--- src/rtl/sfc_pkg.sv ---
package sfc_pkg;
  typedef enum logic [1:0] {
    Q_FIRST  = 2'd0,
    Q_SECOND = 2'd1,
    Q_THIRD  = 2'd2,
    Q_FOURTH = 2'd3
  } quad_e;
endpackage

--- src/rtl/sfc_prep.sv ---
module sfc_prep
  import sfc_pkg::*;
#(
  parameter int IN_W     = 12,
  parameter int N        = 8,
  parameter int GUARD    = 2,
  parameter int W        = 16,
  parameter int INIT_OFS = 2
) (
  input  logic                clk,
  input  logic                rst,
  input  logic                v_i,
  input  logic [N+1:0]        ang_i,
  input  logic [IN_W-1:0]     x_i,
  input  logic [IN_W-1:0]     y_i,
  output logic                v_o,
  output logic [N-1:0]        ang_o,
  output quad_e               q_o,
  output logic signed [W-1:0] x_o,
  output logic signed [W-1:0] y_o
);
  localparam logic signed [W-1:0] OFS = W'(INIT_OFS);

  logic signed [W-1:0] xe, ye;

  always_comb begin
    xe = (W'($signed(x_i)) <<< GUARD) + OFS;
    ye = (W'($signed(y_i)) <<< GUARD) + OFS;
  end

  always_ff @(posedge clk) begin
    if (rst) v_o <= 1'b0;
    else     v_o <= v_i;
    x_o   <= xe;
    y_o   <= ye;
    ang_o <= ang_i[N-1:0];
    q_o   <= quad_e'(ang_i[N+1:N]);
  end

  assert_prep_valid_R6: assert property (@(posedge clk) disable iff (rst)
    !$past(rst) |-> (v_o == $past(v_i)));
endmodule

--- src/rtl/sfc_stage.sv ---
module sfc_stage
  import sfc_pkg::*;
#(
  parameter int W = 16,
  parameter int N = 8,
  parameter int K = 1
) (
  input  logic                clk,
  input  logic                rst,
  input  logic                v_i,
  input  logic [N-1:0]        ang_i,
  input  quad_e               q_i,
  input  logic signed [W-1:0] x_i,
  input  logic signed [W-1:0] y_i,
  output logic                v_o,
  output logic [N-1:0]        ang_o,
  output quad_e               q_o,
  output logic signed [W-1:0] x_o,
  output logic signed [W-1:0] y_o
);
  localparam int SH_COS = 2 * K + 1;
  localparam int SH_SIN = K;
  localparam int SEL    = N - K;

  logic                en;
  logic signed [W-1:0] xn, yn;

  always_comb begin
    en = ang_i[SEL];
    if (en) begin
      xn = x_i - (x_i >>> SH_COS) - (y_i >>> SH_SIN);
      yn = y_i - (y_i >>> SH_COS) + (x_i >>> SH_SIN);
    end else begin
      xn = x_i;
      yn = y_i;
    end
  end

  always_ff @(posedge clk) begin
    if (rst) v_o <= 1'b0;
    else     v_o <= v_i;
    x_o   <= xn;
    y_o   <= yn;
    ang_o <= ang_i;
    q_o   <= q_i;
  end

  assert_stage_valid_R6: assert property (@(posedge clk) disable iff (rst)
    !$past(rst) |-> (v_o == $past(v_i)));

  assert_stage_bypass_R2: assert property (@(posedge clk) disable iff (rst)
    (!$past(rst) && $past(v_i) && !ang_o[SEL]) |->
      (x_o == $past(x_i) && y_o == $past(y_i)));

  assert_stage_quad_R5: assert property (@(posedge clk) disable iff (rst)
    !$past(rst) |-> (q_o == $past(q_i)));
endmodule

--- src/rtl/sfc_out.sv ---
module sfc_out
  import sfc_pkg::*;
#(
  parameter int W     = 16,
  parameter int OUT_W = 12,
  parameter int GUARD = 2
) (
  input  logic                clk,
  input  logic                rst,
  input  logic                v_i,
  input  quad_e               q_i,
  input  logic signed [W-1:0] x_i,
  input  logic signed [W-1:0] y_i,
  output logic                v_o,
  output logic [OUT_W-1:0]    x_o,
  output logic [OUT_W-1:0]    y_o
);
  localparam logic signed [W-1:0] HI = W'((64'sd1 <<< (OUT_W - 1)) - 64'sd1);
  localparam logic signed [W-1:0] LO = -HI - W'(1);

  logic signed [W-1:0] fx, fy, sx, sy;
  logic [OUT_W-1:0]    ox, oy;

  always_comb begin
    unique case (q_i)
      Q_FIRST:  begin fx = x_i;  fy = y_i;  end
      Q_SECOND: begin fx = -y_i; fy = x_i;  end
      Q_THIRD:  begin fx = -x_i; fy = -y_i; end
      default:  begin fx = y_i;  fy = -x_i; end
    endcase
    sx = fx >>> GUARD;
    sy = fy >>> GUARD;
    ox = (sx > HI) ? OUT_W'(HI) : (sx < LO) ? OUT_W'(LO) : OUT_W'(sx);
    oy = (sy > HI) ? OUT_W'(HI) : (sy < LO) ? OUT_W'(LO) : OUT_W'(sy);
  end

  always_ff @(posedge clk) begin
    if (rst) begin
      v_o <= 1'b0;
      x_o <= '0;
      y_o <= '0;
    end else begin
      v_o <= v_i;
      x_o <= ox;
      y_o <= oy;
    end
  end

  assert_reset_quiet_R1: assert property (@(posedge clk)
    rst |=> (!v_o && x_o == '0 && y_o == '0));

  assert_out_valid_R6: assert property (@(posedge clk) disable iff (rst)
    !$past(rst) |-> (v_o == $past(v_i)));
endmodule

--- src/rtl/sf_cordic_rotator.sv ---
module sf_cordic_rotator
  import sfc_pkg::*;
#(
  parameter int IN_W     = 12,
  parameter int N        = 8,
  parameter int GUARD    = 2,
  parameter int HEAD     = 2,
  parameter int INIT_OFS = 2
) (
  input  logic            clk,
  input  logic            rst,
  input  logic            in_valid,
  input  logic [N+1:0]    in_angle,
  input  logic [IN_W-1:0] in_x,
  input  logic [IN_W-1:0] in_y,
  output logic            out_valid,
  output logic [IN_W-1:0] out_x,
  output logic [IN_W-1:0] out_y
);
  localparam int W = IN_W + GUARD + HEAD;

  logic                pv   [0:N];
  logic [N-1:0]        pang [0:N];
  quad_e               pq   [0:N];
  logic signed [W-1:0] px   [0:N];
  logic signed [W-1:0] py   [0:N];

  sfc_prep #(
    .IN_W(IN_W), .N(N), .GUARD(GUARD), .W(W), .INIT_OFS(INIT_OFS)
  ) u_prep (
    .clk(clk), .rst(rst), .v_i(in_valid), .ang_i(in_angle),
    .x_i(in_x), .y_i(in_y),
    .v_o(pv[0]), .ang_o(pang[0]), .q_o(pq[0]), .x_o(px[0]), .y_o(py[0])
  );

  for (genvar g = 1; g <= N; g++) begin : g_stage
    sfc_stage #(.W(W), .N(N), .K(g)) u_stage (
      .clk(clk), .rst(rst),
      .v_i(pv[g-1]), .ang_i(pang[g-1]), .q_i(pq[g-1]),
      .x_i(px[g-1]), .y_i(py[g-1]),
      .v_o(pv[g]), .ang_o(pang[g]), .q_o(pq[g]),
      .x_o(px[g]), .y_o(py[g])
    );
  end

  sfc_out #(.W(W), .OUT_W(IN_W), .GUARD(GUARD)) u_out (
    .clk(clk), .rst(rst), .v_i(pv[N]), .q_i(pq[N]),
    .x_i(px[N]), .y_i(py[N]),
    .v_o(out_valid), .x_o(out_x), .y_o(out_y)
  );
endmodule

--- config.mk ---
export PLATFORM = sky130hd
export DESIGN_NAME = sf_cordic_rotator
export DESIGN_NICKNAME = d
export VERILOG_FILES = /design/src/rtl/sfc_pkg.sv /design/src/rtl/sfc_prep.sv /design/src/rtl/sfc_stage.sv /design/src/rtl/sfc_out.sv /design/src/rtl/sf_cordic_rotator.sv
export SDC_FILE = /design/constraint.sdc
export NUM_CORES = 1
export LEC_CHECK = 0
export BUFFER_PORTS_ARGS = -buffer_cell sky130_fd_sc_hd__buf_2
export CELL_PAD_IN_SITES_DETAIL_PLACEMENT = 1
export CELL_PAD_IN_SITES_GLOBAL_PLACEMENT = 1
export CORE_UTILIZATION = 29
export DETAILED_ROUTE_END_ITERATION = 10
export PLACE_DENSITY = 0.61
export SKIP_CTS_REPAIR_TIMING = 1
export SLEW_MARGIN = 15
export SYNTH_ARGS = -nofsm -noshare
export SYNTH_HDL_FRONTEND = slang
export SYNTH_SLANG_ARGS = --single-unit
--- constraint.sdc ---
create_clock -name clk -period 4.6 [get_ports clk]
set_input_delay 0.69 -clock clk [delete_from_list [all_inputs] [get_ports clk]]
set_output_delay 0.69 -clock clk [all_outputs]
set_load 0.03 [all_outputs]
==> flow_summary.yaml <==
worst_setup_path:
  setup.worst_path.start_class: "register"
  crit_arrival_ns: 4.35
  r2r_start: "g_stage[6].u_stage.x_o[15]"
  r2r_cells: 11
  r2r_slack_ns: 0.80
  crit_path_end_kind: "register"
  required_ns: 5.15
  critPathKind: "register to register"
  path_max_fanout: 16
  rr_endpoint: "g_stage[7].u_stage.x_o[15]"
cells_and_area:
  finish.instance_area_mm2: 0.0319
  seq_area_mm2: 0.00737
  syn_to_final_growth_pct: 12.0
  final_layout_size_suffix_gt1_share_pct: 7.41
  post_layout_nonfiller_instances: 4556
  fill_cells: 11400
  multi_input_area_mm2: 0.0188
  nets: 3803
timing:
  relSlewSlack_pct: 33.4
  fin_crit_ns: 3.80
  maxSlewViolCount: 0
  post-route-period-util_pct: 82.6
  rsz0062_at_grt: "false"
  hold_viol: 0
  fin_worst_skew_ns: 0.0288
  tns_ns: 0
  setup_viol: 0
  worst_slew_pin_slew_ns: 0.999
  max_freq_mhz: 263
synthesis:
  syn_avg_cell_area_um2: 8.97
  synth.most_common_cell: "inv_1"
  yosysWarningCount: 0
  yosysSeqAreaShare_pct: 25.8
  synth_flop_cell: "dfxtp_1"
  ys_types: 72
  synth-edff-count: 0
  netlist_instances: 3177
  syn_nets: 3738
  yosys.area.top_type: "dfxtp_1"
  synth-seq-cells: 368
  synth_common_cells: "554 x inv_1, 368 x dfxtp_1, 290 x ha_1, 234 x fa_1, 225 x o21ai_0"
  synth_top_cell_area_share_pct: 25.8
  synth_area_leaders: "dfxtp_1 26%, fa_1 16%, ha_1 13%"
  synth_area_mm2: 0.0285
  ys_async_sr_fraction_pct: 0
run:
  maxCapViolCount: 0
placement:
  io_buffers: 61
  placed_cell_area_mm2: 0.0303
  place_inst: 4468
  hpwl_um: 62800
  globalplace.congestion: 0.840
clock_network:
  cts_htree_levels: 2
  clk_pin_slew_ns: 0.06
  clock_sinks: 368
  cts_max_path_buffers: 3
  cts_tree: "built"
  clk_latency_ns: 0.63
  cts_made_buffers: 48
  root_buffer: "clkbuf_16"
status:
  status: "complete, no violations"
floorplanning:
  die_h_um: 315
  io_pins: 62
  num_rows: 114
  die_w_um: 315
  start_util_pct: 29.4
  dieArea_mm2: 0.0995
  core_mm2: 0.0970
grt:
  grt_max_degree: 59
  antenna_found_initial: 0
  grt_overflow: 0
  grtUsageTotal_pct: 15.8
  grt_pass1_wl_um: 125000
  grt_pass1_vias: 22800
hold_path:
  holdPathEnd: "u_prep.ang_o[1]"
  hold_depth: 1
  hold_class: "input port to register"
  hold_path_startpoint: "in_angle[1]"
routing:
  drtIter0Drc: 859
  via_count: 21500
  wirelength_um: 76700
  routedWlPerCell_um: 16.8
  drc_errors: 0
  ant_nets: 0
  drtPass1Iterations: 7
  via_per_inst: 4.73
## stage by stage
| step | hold WS [ns] | setup slack, ns | utilization (%) |
|---|---|---|---|
| 6_report | 0.154 | 0.798 | 32.9 |
| 5_1_grt | 0.119 | 0.506 | 32.9 |
| 4_1_cts | 0.101 | 0.803 | 32.9 |
| 3_5_place_dp | 0.313 | 0.842 | 31.2 |
| 3_3_place_gp | 0.312 | 0.877 | 31.2 |
| 2_1_floorplan | 0.310 | 1.01 | - |
## critical path: stages, from the launching register on
cell and delay [ns]:
dfxtp_1 0.37, inv_1 0.58, fa_1 0.55, ha_1 0.35, a211oi_1 0.37, o21ai_0 0.15
o221ai_1 0.28, o21ai_0 0.19, o21a_1 0.21, o21ai_0 0.26, mux2i_1 0.25, xnor2_1 0.15
## how the worst max path moves through the flow
stage | slack, ns | startpoint | cells past startpoint | end
final | 0.80 | g_stage[6].u_stage.x_o[15] | 11 | g_stage[7].u_stage.x_o[15]
after floorplan | 1.01 | g_stage[7].u_stage.y_o[15] | 10 | g_stage[8].u_stage.x_o[13]
after CTS | 0.80 | g_stage[6].u_stage.x_o[15] | 11 | g_stage[7].u_stage.x_o[15]
after detailed placement | 0.84 | g_stage[6].u_stage.x_o[15] | 11 | g_stage[7].u_stage.x_o[15]
after global routing | 0.51 | g_stage[7].u_stage.x_o[15] | 12 | g_stage[8].u_stage.x_o[13]
after global placement | 0.88 | g_stage[6].u_stage.x_o[15] | 11 | g_stage[7].u_stage.x_o[15]
## sequential cells by signal (all words and copies together), names as in the netlist, 12 cells and up
name	cells
g_stage.u_stage.x_o	128
u_out.x_o	12
g_stage.u_stage.q_o	16
u_prep.x_o	12
g_stage.u_stage.ang_o	28
g_stage.u_stage.y_o	128
u_out.y_o	12
u_prep.y_o	12
## area by class of cell
class	count	share of cell area, %
Tap cell	1276	5.00
Clock buffer	59	4.11
Sequential cell	368	23.1
Timing Repair Buffer	79	1.38
Multi-Input combinational cell	2190	58.9
Inverter	555	6.53
Clock inverter	28	0.992
Antenna cell	1	0.00784
## logic make-up (layout without fill, tap and decap cells)
family	Yosys count	count (layout)	synth area share [%]
flops	368	368	25.8
simple gates	625	625	10.7
xor+xnor	207	207	6.36
compound gates	748	748	16.6
buf+inv	619	721	8.23
fa+ha+maj	524	524	29.2
other cells	0	1	0
mux	86	86	3.16
## per-layer routing
layer  routed length, um  global-route usage, %
met4                2460                   5.56
met3                1900                   2.08
met2               37500                   27.9
met5                   0                      0
met1               34800                   19.7
## cells in the final DEF, fill, tap and decap left out, types with 39 or more instances in the layout
| cell | n |
|---|---|
| dfxtp_1 | 362 |
| nor3_1 | 59 |
| ha_1 | 290 |
| nor2_1 | 169 |
| mux2i_1 | 55 |
| inv_1 | 554 |
| o21a_1 | 39 |
| o21ai_0 | 225 |
| xor2_1 | 78 |
| buf_2 | 61 |
| clkbuf_16 | 48 |
| nand2_1 | 170 |
| xnor2_1 | 129 |
| a21o_1 | 65 |
| a21oi_1 | 169 |
| fa_1 | 234 |
Power is left out: the tool's default activity adds up to more than one toggle a clock period on the data nets, which glitch-free logic cannot reach.
